==> src/rtl/servo_seq_pkg.sv <==
package servo_seq_pkg;

  localparam int ADDR_W = 2;
  localparam logic [ADDR_W-1:0] ADDR_CTRL = 2'd0;
  localparam logic [ADDR_W-1:0] ADDR_MASK = 2'd1;
  localparam logic [ADDR_W-1:0] ADDR_STAT = 2'd2;

  // first status bit that carries a clip flag
  localparam int CLIP_LSB = 8;

  typedef enum logic [1:0] {
    ST_IDLE,
    ST_SAMPLE,
    ST_COMPUTE,
    ST_UPDATE
  } seqStage_e;

  // strobes from the sequencer control to the register datapath
  typedef struct packed {
    logic done;
  } seqStrobe_t;

endpackage

==> src/rtl/servo_seq_ctrl.sv <==
module servo_seq_ctrl
  import servo_seq_pkg::*;
(
  input  logic       clk,
  input  logic       rstN,
  input  logic       enableBit,
  input  logic       adcDone,
  input  logic       iirDone,
  input  logic       ddsDone,
  output logic       adcStart,
  output logic       iirStart,
  output logic       ddsStart,
  output seqStrobe_t strobe
);

  seqStage_e stage;
  logic      endPulse;

  always_ff @(posedge clk or negedge rstN) begin
    if (!rstN) begin
      stage    <= ST_IDLE;
      adcStart <= 1'b0;
      iirStart <= 1'b0;
      ddsStart <= 1'b0;
      endPulse <= 1'b0;
    end else begin
      adcStart <= 1'b0;
      iirStart <= 1'b0;
      ddsStart <= 1'b0;
      endPulse <= 1'b0;
      case (stage)
        ST_IDLE: begin
          if (enableBit) begin
            stage    <= ST_SAMPLE;
            adcStart <= 1'b1;
          end
        end
        ST_SAMPLE: begin
          if (adcDone) begin
            stage    <= ST_COMPUTE;
            iirStart <= 1'b1;
          end
        end
        ST_COMPUTE: begin
          if (iirDone) begin
            stage    <= ST_UPDATE;
            ddsStart <= 1'b1;
          end
        end
        ST_UPDATE: begin
          if (ddsDone) begin
            endPulse <= 1'b1;
            if (enableBit) begin
              stage    <= ST_SAMPLE;
              adcStart <= 1'b1;
            end else begin
              stage <= ST_IDLE;
            end
          end
        end
        default: stage <= ST_IDLE;
      endcase
    end
  end

  // one-clock pulse at each iteration end, steady level while parked
  always_comb begin
    strobe.done = endPulse | (stage == ST_IDLE);
  end

endmodule

==> src/rtl/servo_seq_clip.sv <==
module servo_seq_clip (
  input  logic clk,
  input  logic rstN,
  input  logic clipEvent,
  input  logic chanActive,
  input  logic clearAll,
  output logic flag
);

  // a new event wins over the clear of the same clock
  always_ff @(posedge clk or negedge rstN) begin
    if (!rstN) flag <= 1'b0;
    else       flag <= (flag & ~clearAll) | (clipEvent & chanActive);
  end

endmodule

==> src/rtl/servo_seq_regs.sv <==
module servo_seq_regs
  import servo_seq_pkg::*;
#(
  parameter  int NCH    = 8,
  localparam int STAT_W = CLIP_LSB + NCH
) (
  input  logic              clk,
  input  logic              rstN,
  input  logic              regWrEn,
  input  logic              regRdEn,
  input  logic [ADDR_W-1:0] regAddr,
  input  logic [NCH-1:0]    regWrData,
  output logic [STAT_W-1:0] regRdData,
  input  logic [NCH-1:0]    clipIn,
  input  seqStrobe_t        strobe,
  output logic              enableBit
);

  logic [NCH-1:0]    activeMask;
  logic [NCH-1:0]    clipFlags;
  logic [STAT_W-1:0] statusWord;
  logic [STAT_W-1:0] readMux;
  logic              statRead;

  assign statRead = regRdEn && (regAddr == ADDR_STAT);

  always_ff @(posedge clk or negedge rstN) begin
    if (!rstN) begin
      enableBit  <= 1'b0;
      activeMask <= '0;
    end else if (regWrEn) begin
      if (regAddr == ADDR_CTRL) enableBit  <= regWrData[0];
      if (regAddr == ADDR_MASK) activeMask <= regWrData;
    end
  end

  for (genvar ch = 0; ch < NCH; ch++) begin : g_chan
    servo_seq_clip u_clip (
      .clk       (clk),
      .rstN      (rstN),
      .clipEvent (clipIn[ch]),
      .chanActive(activeMask[ch]),
      .clearAll  (statRead),
      .flag      (clipFlags[ch])
    );
  end

  always_comb begin
    statusWord                = '0;
    statusWord[0]             = enableBit;
    statusWord[1]             = strobe.done;
    statusWord[CLIP_LSB +: NCH] = clipFlags;
  end

  always_comb begin
    readMux = '0;
    case (regAddr)
      ADDR_CTRL: readMux[0]       = enableBit;
      ADDR_MASK: readMux[NCH-1:0] = activeMask;
      ADDR_STAT: readMux          = statusWord;
      default:   readMux          = '0;
    endcase
  end

  always_ff @(posedge clk or negedge rstN) begin
    if (!rstN)        regRdData <= '0;
    else if (regRdEn) regRdData <= readMux;
  end

endmodule

==> src/rtl/servo_seq.sv <==
module servo_seq
  import servo_seq_pkg::*;
#(
  parameter int NCH = 8
) (
  input  logic                    clk,
  input  logic                    rstN,
  input  logic                    regWrEn,
  input  logic                    regRdEn,
  input  logic [ADDR_W-1:0]       regAddr,
  input  logic [NCH-1:0]          regWrData,
  output logic [CLIP_LSB+NCH-1:0] regRdData,
  input  logic [NCH-1:0]          clipIn,
  output logic                    adcStart,
  input  logic                    adcDone,
  output logic                    iirStart,
  input  logic                    iirDone,
  output logic                    ddsStart,
  input  logic                    ddsDone,
  output logic                    cycleDone
);

  seqStrobe_t strobe;
  logic       enableBit;

  servo_seq_ctrl u_ctrl (
    .clk      (clk),
    .rstN     (rstN),
    .enableBit(enableBit),
    .adcDone  (adcDone),
    .iirDone  (iirDone),
    .ddsDone  (ddsDone),
    .adcStart (adcStart),
    .iirStart (iirStart),
    .ddsStart (ddsStart),
    .strobe   (strobe)
  );

  servo_seq_regs #(.NCH(NCH)) u_regs (
    .clk      (clk),
    .rstN     (rstN),
    .regWrEn  (regWrEn),
    .regRdEn  (regRdEn),
    .regAddr  (regAddr),
    .regWrData(regWrData),
    .regRdData(regRdData),
    .clipIn   (clipIn),
    .strobe   (strobe),
    .enableBit(enableBit)
  );

  assign cycleDone = strobe.done;

endmodule

==> config.mk <==
export PLATFORM = sky130hd
export DESIGN_NAME = servo_seq
export DESIGN_NICKNAME = d
export VERILOG_FILES = /design/src/rtl/servo_seq_pkg.sv /design/src/rtl/servo_seq_ctrl.sv /design/src/rtl/servo_seq_clip.sv /design/src/rtl/servo_seq_regs.sv /design/src/rtl/servo_seq.sv
export SDC_FILE = /design/constraint.sdc
export NUM_CORES = 1
export LEC_CHECK = 0
export BUFFER_PORTS_ARGS = -buffer_cell sky130_fd_sc_hd__buf_2
export CORE_MARGIN = 3
export CORE_UTILIZATION = 45
export DETAILED_ROUTE_END_ITERATION = 16
export PLACE_DENSITY = 0.73
export SLEW_MARGIN = 20
export SYNTH_ARGS = -nofsm -noshare
export SYNTH_HDL_FRONTEND = slang
export SYNTH_SLANG_ARGS = --single-unit
==> constraint.sdc <==
create_clock -name clk -period 1.7 [get_ports clk]
set_clock_uncertainty 0.2 [all_clocks]
set_input_delay 0.17 -clock clk [delete_from_list [all_inputs] [get_ports clk]]
set_output_delay 0.17 -clock clk [all_outputs]
set_load 0.03 [all_outputs]
=== Yosys cells after proc, flatten, opt, wreduce, memory -nomap -nowiden ===
Index checks and enable logic that the tools add are counted.

* Output and inout bits: 20
* Bits of input ports: 25
* Word-level logic and storage cells: 76
* Flip-flop bits (word level): 39

* Bitwise operators: 26
* Multiplexer cells: 18
* Reductions and logical operators: 7
* Equality and inequality tests: 9

{| class="wikitable"
|+ Operators by type and width
! operator !! number
|-
| AND 1 bit || 16
|-
| case mux 7 bit (2 select lines) || 1
|-
| 2-to-1 mux 1 bit || 9
|-
| OR 1 bit || 9
|-
| 2-to-1 mux 2 bit || 4
|-
| 2-to-1 mux 8 bit || 1
|-
| case mux 2 bit (4 select lines) || 1
|-
| equality test 2 bit (second input constant) || 3
|-
| inequality test 2 bit (second input constant) || 3
|-
| equality test 2 x 1 -> 1 bit (second input constant) || 2
|-
| logical NOT 2 bit || 2
|-
| case mux 1 bit (2 select lines) || 2
|-
| AND reduction 2 bit || 2
|-
| AND reduction 4 bit || 1
|-
| inequality test 2 x 1 -> 1 bit (second input constant) || 1
|-
| OR reduction 2 bit || 1
|-
| logical AND 1 bit || 1
|-
| inverter 1 bit || 1
|}

=== Depth between registers and ports, before layout ===
* Word-level depth: 5
* Depth in mapped cells: 6
* Gate-level depth less buffers: 6

=== Hierarchy ===
From an unflattened synthesis, not the netlist that was laid out.

* Cell total of the unflattened synthesis: 159
* Area, all modules: 1771.7 sq um

{| class="wikitable"
|+ Modules (own cells, without submodules)
! module !! area an instance (sq um) !! cells an instance !! instances !! seq. area each (sq um)
|-
| servo_seq_regs || 1106.1 || 98 || 1 || 625.6
|-
| servo_seq_ctrl || 335.3 || 29 || 1 || 150.1
|-
| servo_seq_clip || 41.3 || 4 || 8 || 25.0
|}

=== Least setup slack after synthesis ===
OpenSTA, ideal clock, no wires.

* Path kind: register -> register
* Start: register u_ctrl.stage[0]
* End: register u_ctrl.stage[0]
* Path buffers: 0
* Data required time: 1.379 ns
* Arrival: 1.499 ns
* Library setup time: 0.121 ns
* Period minus slack after synthesis: 1.820 ns
* Cell stages (with the launch flop): 7
* Path slack: -0.120 ns
* Path through: dfrtp_1 -> inv_1 -> ha_1 -> nor2b_2 -> a2111oi_4 -> a31oi_1 -> o22a_1

* Longest elaborated chain between the ends: 3
* Elaborated cells on any way between the ends: 10
* Those cells by class: eq/ne (7); mux (1); reduce/logical (2)

{| class="wikitable"
|+ RTL lines
! item !! line !! source
|-
| from (decl) || servo_seq_ctrl.sv:16 || <nowiki>seqStage_e stage;</nowiki>
|-
| from (signal assigned) || servo_seq_ctrl.sv:21 || <nowiki>stage <= ST_IDLE;</nowiki>
|-
| from (signal assigned) || servo_seq_ctrl.sv:34 || <nowiki>stage <= ST_SAMPLE;</nowiki>
|-
| from (signal assigned) || servo_seq_ctrl.sv:40 || <nowiki>stage <= ST_COMPUTE;</nowiki>
|-
| equality test 2 bit (tied with other cells) || servo_seq_ctrl.sv:31 || <nowiki>case (stage)</nowiki>
|-
| inequality test 2 bit (no source line) or inequality test 2 x 1 -> 1 bit (tied branches) || n/a ||
|-
| AND reduction 4 bit (no source line) || n/a ||
|}

Several ways; a longest one is shown, not always the timed one.
A chain may end at the register's enable or synchronous reset.

=== Worst setup path after layout ===
* Start: register u_ctrl.stage[1]
* End: register u_ctrl.stage[0]

The elaborated chain is that of the path after synthesis.

==> results by group <==
Detailed routing
  • DR DRC count: 0
  • Drt first pass iters: 4
  • Vias per cell: 4.947
  • ANT nets after route: 0
  • Average wire per standard cell: 14.60 um
  • Detailed-route wire length: 3.884 mm
  • DRT iter0 DRCs: 56
  • Vias after detailed routing: 1316

Yosys
  • Synthesis-stage register bit count: 39
  • Synth Flop Type: dfrtp_1
  • Mean Syn Cell Area: 11.48 um^2
  • Yosys Warn Count: 0
  • Synth cell count leaders: 39 x dfrtp_1, 20 x inv_1, 20 x nand2_1, 10 x mux2_2
  • Seq/Total Area, Yosys: 0.5865
  • Ranking of synthesized cells by area: dfrtp_1 59%, ha_1 6.8%, mux2_2 6.8%
  • Cell Area, Synth: 1664 um^2
  • Post-synthesis async set-or-reset flop share: 1.000
  • Top cell type's share of synthesized area: 0.5865
  • Post-synthesis cell type count: 23
  • Synth Instances: 145
  • Most common cell in the netlist: dfrtp_1
  • Syn Nets: 179
  • Post-synth top area cell: dfrtp_1
  • Post-synth EDFFs: 0

Pwr
  • Power Density: 1276 nW/um^2
  • Peak supply drop: 975.7 uV
  • Leakage: 1.155 nW
  • Power consumption: 2.999 mW

Floorplanning
  • Die area: 4464 um^2
  • Area of the core: 3442 um^2
  • Die W: 66.81 um
  • I/O pin cnt: 45
  • Die height: 66.81 um
  • Initial core utilization: 0.4835
  • Cell Rows: 21

Worst setup path
  • CP Capture Type: register
  • Crit start category: register
  • R2R setup slack: -0.07 ns
  • Critical Path AT: 1.75 ns
  • Critical path class: reg -> reg
  • Crit path max fanout: 3
  • CP required: 1.68 ns

Global route
  • GR Overflow Total: 0
  • Initial antenna violation count: 0
  • First-pass GRT wire length: 6.423 mm
  • Vias in the first global route: 1362
  • Total GRT Usage: 0.1982
  • Largest net degree at the start of global routing: 22

STA
  • Worst-Margin Slew: 0.4138 ns
  • Tcrit/Tclk final: 1.042
  • Slew headroom: 0.7241
  • # setup viols final: 3
  • Fmax: 564.3 MHz
  • RSZ-0062 raised after global routing: true
  • Fin Hold WS: 0.02112 ns
  • Final hold vios: 0
  • Slew Viols, Final: 0
  • Min Tclk post-route: 1.772 ns
  • Fin Setup TNS: -0.09428 ns
  • Post-route setup slack: -0.07215 ns

Clocking
  • CTS buffer count: 5
  • Clk buf depth: 2
  • CTS tree: done
  • Skew-Pair Late Insertion Delay: 0.29 ns
  • Reg clk slew, reported paths: 0.08 ns
  • CTS root buf: clkbuf_8
  • Sink Count: 39
  • CTS H-tree lvls: 2

Status
  • Violated checks: setup timing
  • Status: complete, but fails checks

Run
  • Max_cap viols: 0

Final layout
  • P&R area growth vs syn: 41.20%
  • Nets: 253
  • ANT cells: 0
  • Layout cell share with drive strength beyond 1: 0.3682

Placed design
  • Dpl hpwl: 2.677 mm
  • IO Port Bufs: 44
  • Post-place setup slack: -0.07676 ns
  • Final Wtd Congestion: 0.8550

Worst hold path
  • Worst min path class: in -> reg
-- routing by layer --
| layer | up-vias | global-route usage | wire, um |
|---|---|---|---|
| li1 | 632 | - | - |
| met1 | 636 | 0.2189 | 1569 |
| met2 | 38 | 0.3540 | 2040 |
| met3 | 10 | 0.05734 | 195 |
| met4 | 0 | 0.07868 | 78 |
| met5 | - | 0 | 0 |
-- worst max-delay path: stages (launching register included) --
cell	delay, ns
dfrtp_1	0.41
buf_6	0.14
ha_4	0.15
nor2b_4	0.12
a2111oi_4	0.33
a31oi_1	0.14
o22a_1	0.17
-- per-stage QoR --
step / cells / instance area [um^2] / utilization
4_1_cts: 266 / 2347 / 0.6819
6_report: 266 / 2350 / 0.6827
5_1_grt: 266 / 2350 / 0.6827
2_1_floorplan: 145 / 1692 / -
3_3_place_gp: 235 / 1983 / 0.5762
3_5_place_dp: 235 / 1983 / 0.5762
-- registers in the layout, summed over array words and instances, names as in the netlist --
signal,cells
u_regs.activeMask,8
u_ctrl.ddsStart,1
u_ctrl.stage,2
u_regs.enableBit,1
u_ctrl.endPulse,1
u_regs.regRdData,16
u_ctrl.iirStart,1
u_ctrl.adcStart,1
u_regs.g_chan.u_clip.flag,8
-- what timing repair did --
item / CTS / global route
endpoints found under the setup margin: 3 / 3
buffers inserted: 2 / 0
hold buffers: 21 / 0
pin swaps: 2 / 3
cloned: 0 / 0
gates resized for setup: 9 / 1
hold endpoints to repair: 39 / 0
-- logic make-up (layout without fill, tap and decap cells) --
group                    Yosys count  count (layout)  share of synthesized area
multiplexers                      10              10                    0.06767
buffers and inverters             24              99                    0.05488
AO/OA/AOI/OAI                     29              29                     0.1286
adder cells (fa/ha/maj)            9               9                    0.06767
flip-flops                        39              39                     0.5865
AND/OR/NAND/NOR                   34              34                    0.09474
-- layout by cell type (no fill, tap or decap), types with 2 or more instances in the layout --
cell type / n
a22o_1: 8
and2_1: 4
buf_2: 43
buf_4: 5
buf_6: 2
clkbuf_8: 6
dfrtp_1: 38
dlygate4sd3_1: 21
ha_1: 4
ha_2: 4
inv_1: 18
inv_2: 2
mux2_2: 10
nand2_1: 20
nand3_1: 3
nor2_1: 2
nor2b_4: 2
o21ai_0: 8
o21ai_1: 2
o22ai_1: 6
-- power by group --
group	leakage, nW	switching (mW)	total, mW	internal [mW]
registers	0.484	0.109	1.21	1.10
clock network	0.0612	0.321	0.796	0.475
logic	0.610	0.516	0.996	0.480
-- final timing paths --
kind                                                   startpoint                               to  cells past startpoint
setup / recovery                      u_ctrl.stage[1]$_DFFE_PN0P_      u_ctrl.stage[0]$_DFFE_PN0P_                      6
hold / removal                                            regWrEn     u_regs.enableBit$_DFFE_PN0P_                      3
setup reg to reg                      u_ctrl.stage[1]$_DFFE_PN0P_      u_ctrl.stage[0]$_DFFE_PN0P_                      6
hold reg to reg            u_regs.g_chan[0].u_clip.flag$_DFF_PN0_  u_regs.regRdData[8]$_DFFE_PN0P_                      2
max in group asynchronous                                    rstN      u_ctrl.stage[0]$_DFFE_PN0P_                      3
min in group asynchronous                                    rstN  u_regs.regRdData[9]$_DFFE_PN0P_                      2
-- area by class of cell --
class / instances / area [um^2]
tap: 46 / 57.56
clock inverter: 2 / 35.03
fill: 270 / 1092
multi-input combinational: 82 / 636.9
clock buffer: 6 / 82.58
sequential: 39 / 977.2
inverter: 20 / 75.07
timing repair buffer: 71 / 485.5
(Power assumes the default switching activity.)
